<file path="src/rtl/mpuart_pkg.sv">
package mpuart_pkg;
  localparam int NFLAG  = 6;
  localparam int F_RDF  = 0;
  localparam int F_FER  = 1;
  localparam int F_PER  = 2;
  localparam int F_OVR  = 3;
  localparam int F_TDE  = 4;
  localparam int F_TEND = 5;

  localparam int C_RXEN = 0;
  localparam int C_WAIT = 1;
  localparam int C_TEIE = 2;
  localparam int C_RXIE = 3;
  localparam int C_MPF  = 4;
  localparam int C_TXEN = 5;
  localparam int C_TMPB = 6;

  // even parity bit: makes the count of ones over data plus bit even
  function automatic logic even_par(input logic [7:0] d);
    return ^d;
  endfunction
endpackage

</file>
<file path="src/rtl/mpuart_rx.sv">
module mpuart_rx #(
  parameter int DW  = 8,
  parameter int OVS = 16
) (
  input  logic          clk,
  input  logic          rst_n,
  input  logic          tick,
  input  logic          rxd_s,
  input  logic          rx_en,
  output logic          done,
  output logic [DW-1:0] data,
  output logic          ninth,
  output logic          stop_ok
);
  localparam int CW = $clog2(OVS);
  localparam int BW = $clog2(DW + 2);
  localparam logic [CW-1:0] HALF = CW'(OVS / 2 - 1);
  localparam logic [CW-1:0] FULL = CW'(OVS - 1);

  typedef enum logic [1:0] {RX_IDLE, RX_START, RX_BITS} rx_st_t;
  rx_st_t        st;
  logic [CW-1:0] cnt;
  logic [BW-1:0] bitn;

  always_ff @(posedge clk or negedge rst_n) begin
    if (!rst_n) begin
      st <= RX_IDLE; cnt <= '0; bitn <= '0;
      data <= '0; ninth <= 1'b0; stop_ok <= 1'b1; done <= 1'b0;
    end else begin
      done <= 1'b0;
      if (tick) begin
        unique case (st)
          RX_IDLE: if (rx_en && !rxd_s) begin
            st <= RX_START; cnt <= '0;
          end
          RX_START: if (cnt == HALF) begin
            cnt  <= '0;
            bitn <= '0;
            st   <= rxd_s ? RX_IDLE : RX_BITS;
          end else cnt <= cnt + 1'b1;
          RX_BITS: if (cnt == FULL) begin
            cnt  <= '0;
            bitn <= bitn + 1'b1;
            if (bitn < BW'(DW)) data <= {rxd_s, data[DW-1:1]};
            else if (bitn == BW'(DW)) ninth <= rxd_s;
            else begin
              stop_ok <= rxd_s;
              done    <= 1'b1;
              st      <= RX_IDLE;
            end
          end else cnt <= cnt + 1'b1;
          default: st <= RX_IDLE;
        endcase
      end
    end
  end

  // no frame begins while reception is disabled
  a_r1_idle_when_disabled: assert property (@(posedge clk) disable iff (!rst_n)
    (st == RX_IDLE && !rx_en) |=> st == RX_IDLE);
endmodule

</file>
<file path="src/rtl/mpuart_tx.sv">
module mpuart_tx #(
  parameter int DW  = 8,
  parameter int OVS = 16
) (
  input  logic          clk,
  input  logic          rst_n,
  input  logic          tick,
  input  logic          start,
  input  logic [DW-1:0] data,
  input  logic          ninth,
  output logic          txd,
  output logic          busy,
  output logic          done
);
  localparam int CW = $clog2(OVS);
  localparam int NB = DW + 3;
  localparam int BW = $clog2(NB);
  localparam logic [CW-1:0] FULL = CW'(OVS - 1);

  logic [NB-1:0] sh;
  logic [CW-1:0] cnt;
  logic [BW-1:0] bitn;

  always_ff @(posedge clk or negedge rst_n) begin
    if (!rst_n) begin
      sh <= '1; cnt <= '0; bitn <= '0; busy <= 1'b0; done <= 1'b0;
    end else begin
      done <= 1'b0;
      if (start && !busy) begin
        sh <= {1'b1, ninth, data, 1'b0};
        cnt <= '0; bitn <= '0; busy <= 1'b1;
      end else if (busy && tick) begin
        if (cnt == FULL) begin
          cnt <= '0;
          sh  <= {1'b1, sh[NB-1:1]};
          if (bitn == BW'(NB - 1)) begin
            busy <= 1'b0;
            done <= 1'b1;
          end else bitn <= bitn + 1'b1;
        end else cnt <= cnt + 1'b1;
      end
    end
  end

  assign txd = busy ? sh[0] : 1'b1;

  // a frame always opens with a low start bit
  a_r10_start_low: assert property (@(posedge clk) disable iff (!rst_n)
    (start && !busy) |=> !txd);
endmodule

</file>
<file path="src/rtl/mpuart_regs.sv">
module mpuart_regs
  import mpuart_pkg::*;
#(
  parameter int DW = 8
) (
  input  logic          clk,
  input  logic          rst_n,
  input  logic          bus_wr,
  input  logic          bus_rd,
  input  logic [1:0]    bus_addr,
  input  logic [7:0]    bus_wdata,
  output logic [7:0]    bus_rdata,
  input  logic          rx_done,
  input  logic [DW-1:0] rx_data,
  input  logic          rx_ninth,
  input  logic          rx_stop,
  output logic          rx_en,
  input  logic          tx_busy,
  input  logic          tx_done,
  output logic          tx_start,
  output logic [DW-1:0] tx_data,
  output logic          tx_ninth,
  output logic          irq_rx,
  output logic          irq_err,
  output logic          irq_tend
);
  logic [6:0]       ctl;
  logic [NFLAG-1:0] flg, seen, set_hw, clr_hw, clr_sw, flg_n;
  logic [DW-1:0]    rdr, tdr;
  logic             last_ninth;

  // named events
  logic ctl_wr, stat_wr, stat_rd, waiting, mp_hit, accept, store, ovr_set;
  logic fer_set, per_set;

  assign ctl_wr  = bus_wr && bus_addr == 2'd0;
  assign stat_wr = bus_wr && bus_addr == 2'd1;
  assign stat_rd = bus_rd && bus_addr == 2'd1;
  assign waiting = ctl[C_MPF] && ctl[C_WAIT];
  assign mp_hit  = rx_done && waiting && rx_ninth;
  assign accept  = rx_done && !(waiting && !rx_ninth);
  assign store   = accept && !flg[F_RDF];
  assign ovr_set = accept && flg[F_RDF];
  assign fer_set = store && !rx_stop;
  assign per_set = store && !ctl[C_MPF] && (rx_ninth != even_par(rx_data));

  assign tx_start = ctl[C_TXEN] && !flg[F_TDE] && !tx_busy;
  assign tx_data  = tdr;
  assign tx_ninth = ctl[C_MPF] ? ctl[C_TMPB] : even_par(tdr);

  always_comb begin
    set_hw = '0;
    set_hw[F_RDF]  = store;
    set_hw[F_FER]  = fer_set;
    set_hw[F_PER]  = per_set;
    set_hw[F_OVR]  = ovr_set;
    set_hw[F_TDE]  = tx_start;
    set_hw[F_TEND] = tx_done && flg[F_TDE];
    clr_hw = '0;
    clr_hw[F_TEND] = tx_start;
    clr_sw = stat_wr ? (~bus_wdata[NFLAG-1:0] & seen) : '0;
    flg_n  = (flg & ~clr_sw & ~clr_hw) | set_hw;
  end

  always_ff @(posedge clk or negedge rst_n) begin
    if (!rst_n) begin
      ctl <= '0;
      flg <= NFLAG'(1) << F_TDE | NFLAG'(1) << F_TEND;
      seen <= '0; rdr <= '0; tdr <= '0; last_ninth <= 1'b0;
    end else begin
      flg  <= flg_n;
      seen <= (seen | (stat_rd ? flg : '0)) & ~clr_sw & ~clr_hw;
      if (ctl_wr) ctl <= bus_wdata[6:0];
      else if (mp_hit) ctl[C_WAIT] <= 1'b0;
      if (bus_wr && bus_addr == 2'd3) tdr <= bus_wdata[DW-1:0];
      if (store) begin
        rdr <= rx_data;
        last_ninth <= rx_ninth;
      end
    end
  end

  always_comb begin
    unique case (bus_addr)
      2'd0:    bus_rdata = {1'b0, ctl};
      2'd1:    bus_rdata = {1'b0, last_ninth, flg};
      2'd2:    bus_rdata = 8'(rdr);
      default: bus_rdata = 8'(tdr);
    endcase
  end

  assign rx_en    = ctl[C_RXEN];
  assign irq_rx   = flg[F_RDF] && ctl[C_RXIE];
  assign irq_err  = (flg[F_FER] || flg[F_PER] || flg[F_OVR]) && ctl[C_RXIE];
  assign irq_tend = flg[F_TEND] && ctl[C_TEIE];

  // disabling reception leaves receive flags alone
  a_r2_flags_hold: assert property (@(posedge clk) disable iff (!rst_n)
    (ctl_wr && !bus_wdata[C_RXEN] && !rx_done) |=> $stable(flg[3:0]));
  // a dropped data frame leaves no trace
  a_r4_drop_silent: assert property (@(posedge clk) disable iff (!rst_n)
    (rx_done && waiting && !rx_ninth && !stat_wr) |=> $stable(flg[3:0]));
  // ID frame ends the wait and is delivered
  a_r5_id_ends_wait: assert property (@(posedge clk) disable iff (!rst_n)
    (rx_done && waiting && rx_ninth && !ctl_wr) |=> (!ctl[C_WAIT] && flg[F_RDF]));
  // overrun keeps the held byte
  a_r7_ovr_keeps: assert property (@(posedge clk) disable iff (!rst_n)
    ovr_set |=> (flg[F_OVR] && $stable(rdr)));
  // end of frame with nothing queued raises transmit end
  a_r11_tend_set: assert property (@(posedge clk) disable iff (!rst_n)
    (tx_done && flg[F_TDE] && !stat_wr) |=> flg[F_TEND]);
endmodule

</file>
<file path="src/rtl/mpuart.sv">
module mpuart #(
  parameter int DW  = 8,
  parameter int OVS = 16
) (
  input  logic       clk,
  input  logic       rst_n,
  input  logic       tick,
  input  logic       rxd,
  output logic       txd,
  input  logic       bus_wr,
  input  logic       bus_rd,
  input  logic [1:0] bus_addr,
  input  logic [7:0] bus_wdata,
  output logic [7:0] bus_rdata,
  output logic       irq_rx,
  output logic       irq_err,
  output logic       irq_tend
);
  logic [1:0]    rx_sync;
  logic          rx_en, rx_done, rx_ninth, rx_stop;
  logic [DW-1:0] rx_data, tx_data;
  logic          tx_start, tx_busy, tx_done, tx_ninth;

  always_ff @(posedge clk or negedge rst_n) begin
    if (!rst_n) rx_sync <= 2'b11;
    else        rx_sync <= {rx_sync[0], rxd};
  end

  mpuart_rx #(.DW(DW), .OVS(OVS)) u_rx (
    .clk(clk), .rst_n(rst_n), .tick(tick), .rxd_s(rx_sync[1]), .rx_en(rx_en),
    .done(rx_done), .data(rx_data), .ninth(rx_ninth), .stop_ok(rx_stop));

  mpuart_tx #(.DW(DW), .OVS(OVS)) u_tx (
    .clk(clk), .rst_n(rst_n), .tick(tick), .start(tx_start), .data(tx_data),
    .ninth(tx_ninth), .txd(txd), .busy(tx_busy), .done(tx_done));

  mpuart_regs #(.DW(DW)) u_regs (
    .clk(clk), .rst_n(rst_n), .bus_wr(bus_wr), .bus_rd(bus_rd),
    .bus_addr(bus_addr), .bus_wdata(bus_wdata), .bus_rdata(bus_rdata),
    .rx_done(rx_done), .rx_data(rx_data), .rx_ninth(rx_ninth), .rx_stop(rx_stop),
    .rx_en(rx_en), .tx_busy(tx_busy), .tx_done(tx_done), .tx_start(tx_start),
    .tx_data(tx_data), .tx_ninth(tx_ninth),
    .irq_rx(irq_rx), .irq_err(irq_err), .irq_tend(irq_tend));
endmodule

</file>
<file path="config.mk">
export PLATFORM = sky130hd
export DESIGN_NAME = mpuart
export DESIGN_NICKNAME = d
export VERILOG_FILES = /design/src/rtl/mpuart_pkg.sv /design/src/rtl/mpuart_rx.sv /design/src/rtl/mpuart_tx.sv /design/src/rtl/mpuart_regs.sv /design/src/rtl/mpuart.sv
export SDC_FILE = /design/constraint.sdc
export NUM_CORES = 1
export LEC_CHECK = 0
export ABC_AREA = 1
export CORE_MARGIN = 2
export CORE_UTILIZATION = 64
export CTS_CLUSTER_SIZE = 30
export DETAILED_ROUTE_END_ITERATION = 7
export GPL_TIMING_DRIVEN = 1
export PLACE_DENSITY = 0.88
export SLEW_MARGIN = 20
export SYNTH_ARGS = -nofsm -noshare
export SYNTH_HDL_FRONTEND = slang
export SYNTH_HIERARCHICAL = 1
export SYNTH_SLANG_ARGS = --single-unit
</file>
<file path="constraint.sdc">
create_clock -name clk -period 3.3 [get_ports clk]
set_input_delay 0.66 -clock clk [delete_from_list [all_inputs] [get_ports clk]]
set_output_delay 0.66 -clock clk [all_outputs]
set_load 0.05 [all_outputs]
</file>
==> results.md <==
- Each instance of the synthesized netlist takes up on average 7.87 sq um.
- For the pin with the worst max-slew slack, the measured transition is 970 ps.
- The post-route fraction of the period consumed by the critical path is 88.1%.
- The post-CTS setup buffer count is 0.
- The final setup violation count is 0.
- In this run the cell area of the synthesized design comes to 4240 sq um.
- Dividing the detail-routed via count by the number of cells gives 5.55.
- The first-pass iteration count of the detailed router is 5.
- In this run the deepest clock path goes through 2 buffers.
- The maximum number of pins on one net before global-route repair is 80.
- The min-delay analysis places its worst path in the category register to register.
- Dividing total power by cell area gives a power density of 576 nW/um^2.
- The detailed router finished its first iteration with 211 violations.
- The cell at the root of the clock tree is clkbuf_8.
- The commonest cells after synthesis are 211 x nand2_1, 67 x inv_1, 64 x dfrtp_1.
- For the worst setup path, the data required time is 2640 ps.
- The synthesized netlist contains 36 unique library cells.
- The global-route met3 utilization is 8.66%.
- Synthesis handed over a netlist of 539 instances.
- The layout cell share with drive strength beyond 1 is 13.9%.
- 28 I/O pins were placed.
- The most frequently used cell type in the post-synthesis netlist is nand2_1.
- Across the VDD grid, the largest voltage drop is 395 uV.
- In the final design database the tool counted 594 nets.
- After detailed placement, the design holds a cell count of 635.
- The number of storage elements in the synthesis netlist is 79.
- The core footprint is 6390 sq um.
- Global routing used 27.7% of the available tracks.
- The layout has 453 filler cells.
- The combined flip-flop and latch cell area is 2000 sq um.
- The via count of the first global-routing pass is 3583.
- Along the worst path, the maximum fanout reaches 8.
- The hold buffer count at cts is 0.
- Summed over all cells, the static leakage comes to 0.00238 uW.
- Sorting the synthesized cells by area gives the leading types as dfrtp_1 38%, nand2_1 19%, dfstp_2 9.3%.
- The clock latency on the worst-skew pair is 350 ps.
- The die covers 7300 sq um.
- The worst setup path is launched from a primary input.
- For met1 alone, demand over resource in global routing was 33.2%.
- The worst setup skew after layout is 9.44 ps.
- Global routing finished with a remaining overflow of 0.
- The final wirelength is 9.27 mm.
- The count of cells in the finished layout, fillers not included, comes to 651.
- The number of buffers inserted during clock tree synthesis is 9.
- The cell row count is 29.
- For this run, the number of Yosys warnings is 6.
- met2 is the most crowded layer.
- Adding up every negative setup slack in the final design gives 0 ps.
- The detail route stage leaves a number of antenna-violating nets equal to 0.
- The antenna cell count is 0.
- The first global-routing pass estimated 15.9 mm of wire.
- Synthesis produced a netlist with a net count of 564.
- Based on the critical path, the design can be clocked at up to 344 MHz.
- The x dimension of the die is 85.4 um.
- The initial antenna violation count was 0.
- Setup repair after global routing left no endpoint under its margin.
- In the synthesized netlist the async set-or-reset flop fraction comes to 100%.
- The multi-input combinational cell area is 1910 sq um.
- In the synthesized netlist the dominant register cell turns out to be dfrtp_1.
- Sequential elements use 47.0% of the synthesized area.
- The final number of max-transition violations is 0.
- At the end of routability-driven placement, the weighted congestion stood at 0.899.
- The average wire per cell in the routed design is 14.2 um.
- The floorplan step set the die height to 85.4 um.
- The vias after detailed routing is 3615.
- The data arrival time of the worst path is 2250 ps.
- Measured against its own limit, the worst slew margin works out to 35.3%.
- The HPWL reported at the end of detailed placement is 6.71 mm.
- Across the run, the number of max-cap violations was 0.
- The final critical path time including I/O delays and setup is 2910 ps.
- In this run, synthesis inferred 0 flip-flops with an integrated enable.
- The number of gates resized after CTS was 0.
- The H-tree was split into 3 levels.
- The clock edge transition at the registers on the reported setup and hold paths is 70 ps.
- The clock net in this run drives a total of 79 sinks.
- The area growth from synthesis to layout is 13.9%.
- The number of port buffers is 27.
- Once the floorplan was initialized, standard cells occupied 66.4% of the core.
- TritonCTS built the clock tree.
- The number of failing hold endpoints at the final stage is 0.
- After detailed routing, the number of remaining DRC violations is 0.
- The global-route track usage on met2 is 44.9%.
- The flow ran to the end, and the final reports show no timing, DRC or antenna violations.
- The class of the most critical setup path is primary input to primary output.
- The category of the worst setup path capture point is a primary output.
- The area fraction of the dominant cell type after synthesis is 37.7%.
- The cell taking the most area after synthesis is dfrtp_1.
==> stage by stage <==
| step | total power, uW | setup slack, ps | util [%] | area [sq um] | hold WS (ps) |
|---|---|---|---|---|---|
| floorplan | 1790 | 1020 | - | 4240 | 345 |
| global placement | 2000 | 477 | 72.4 | 4630 | 347 |
| detailed placement | 2050 | 459 | 72.4 | 4630 | 347 |
| CTS | 2790 | 415 | 75.7 | 4830 | 358 |
| global route | 2960 | 194 | 75.7 | 4830 | 363 |
| finish | 2780 | 392 | 75.7 | 4830 | 357 |
==> where the power goes <==
group          switching [uW]  total, uW  internal [uW]  leakage, uW
clock                     325        735            409     0.000109
sequential                131       1280           1150     0.000991
combinational             470        771            300      0.00128
total                     927       2780           1860      0.00238
==> cells in the final DEF, fill, tap and decap left out <==
cell	n
bufinv_16	1
a22o_1	1
nor2_4	2
clkinv_2	2
buf_4	2
inv_2	4
nand2_4	3
ha_1	9
nand2_1	211
a21oi_1	6
inv_4	1
a22o_2	1
buf_12	8
mux2_4	1
clkbuf_8	12
dfstp_2	15
o2111ai_1	6
nor3_1	8
a31oi_1	1
inv_1	67
dfrtp_1	64
o21ai_1	1
clkdlybuf4s50_1	18
nand3_1	22
nand4_1	6
o21ai_2	16
nand4_4	1
xor2_1	3
nand3b_1	3
nand2_2	7
or2_1	1
o22ai_1	2
xnor2_1	9
nor2_1	27
o21ai_0	28
clkbuf_1	1
nor3_2	1
or2_2	1
nand3_2	2
==> state kept, by name, indices dropped and copies added (netlist names), 2 cells and up <==
signal          flops
u_regs/rdr          8
u_tx/sh            10
u_regs/seen         6
rx_sync             2
u_rx/st             2
u_regs/flg          6
u_regs/tx_data      8
u_regs/ctl          7
u_tx/cnt            4
u_rx/bitn           4
u_rx/data           8
u_tx/bitn           4
u_rx/cnt            4
==> cell families (layout without fill, tap and decap cells) <==
family	after synthesis	after routing	synth area share (%)
and+or+nand+nor	295	295	29.9
buffers and inverters	81	116	8.05
AOI/OAI and AO/OA	62	62	9.55
adders and majority gates	9	9	2.65
xor gates and xnor gates	12	12	2.48
muxes	1	1	0.354
DFF	79	79	47.0
==> final timing paths <==
check                            startpoint             end  slack [ps]  cells after the start
worst max register to register    u_tx/busy      u_tx/sh[4]        1350                      7
worst max-delay path            bus_addr[1]    bus_rdata[0]         390                      6
worst min register to register   rx_sync[0]      rx_sync[1]         360                      0
max in group asynchronous             rst_n    u_tx/bitn[0]        2210                      1
worst min-delay path             rx_sync[0]      rx_sync[1]         360                      0
min in group asynchronous             rst_n  u_regs/seen[1]         440                      1
==> cell type report <==
cell class	instances	share of cell area, %
inverter	72	5.64
clock buffer	13	3.49
clock inverter	3	0.828
tap	77	1.99
sequential	79	41.3
timing repair buffer	28	7.35
multi-input combinational	379	39.4
==> per-layer routing <==
| layer | up-vias | routed length (um) |
|---|---|---|
| met3 | 33 | 631 |
| met4 | 0 | 366 |
| li1 | 1762 | - |
| met1 | 1677 | 3790 |
| met5 | - | 0 |
| met2 | 143 | 4480 |
==> worst max-delay path, cell delays in order <==
cell             delay, ps
clkdlybuf4s50_1        560
inv_2                   70
nor2_1                 420
nand2_1                120
o2111ai_1              230
buf_12                 190
(Power assumes the default switching activity.)
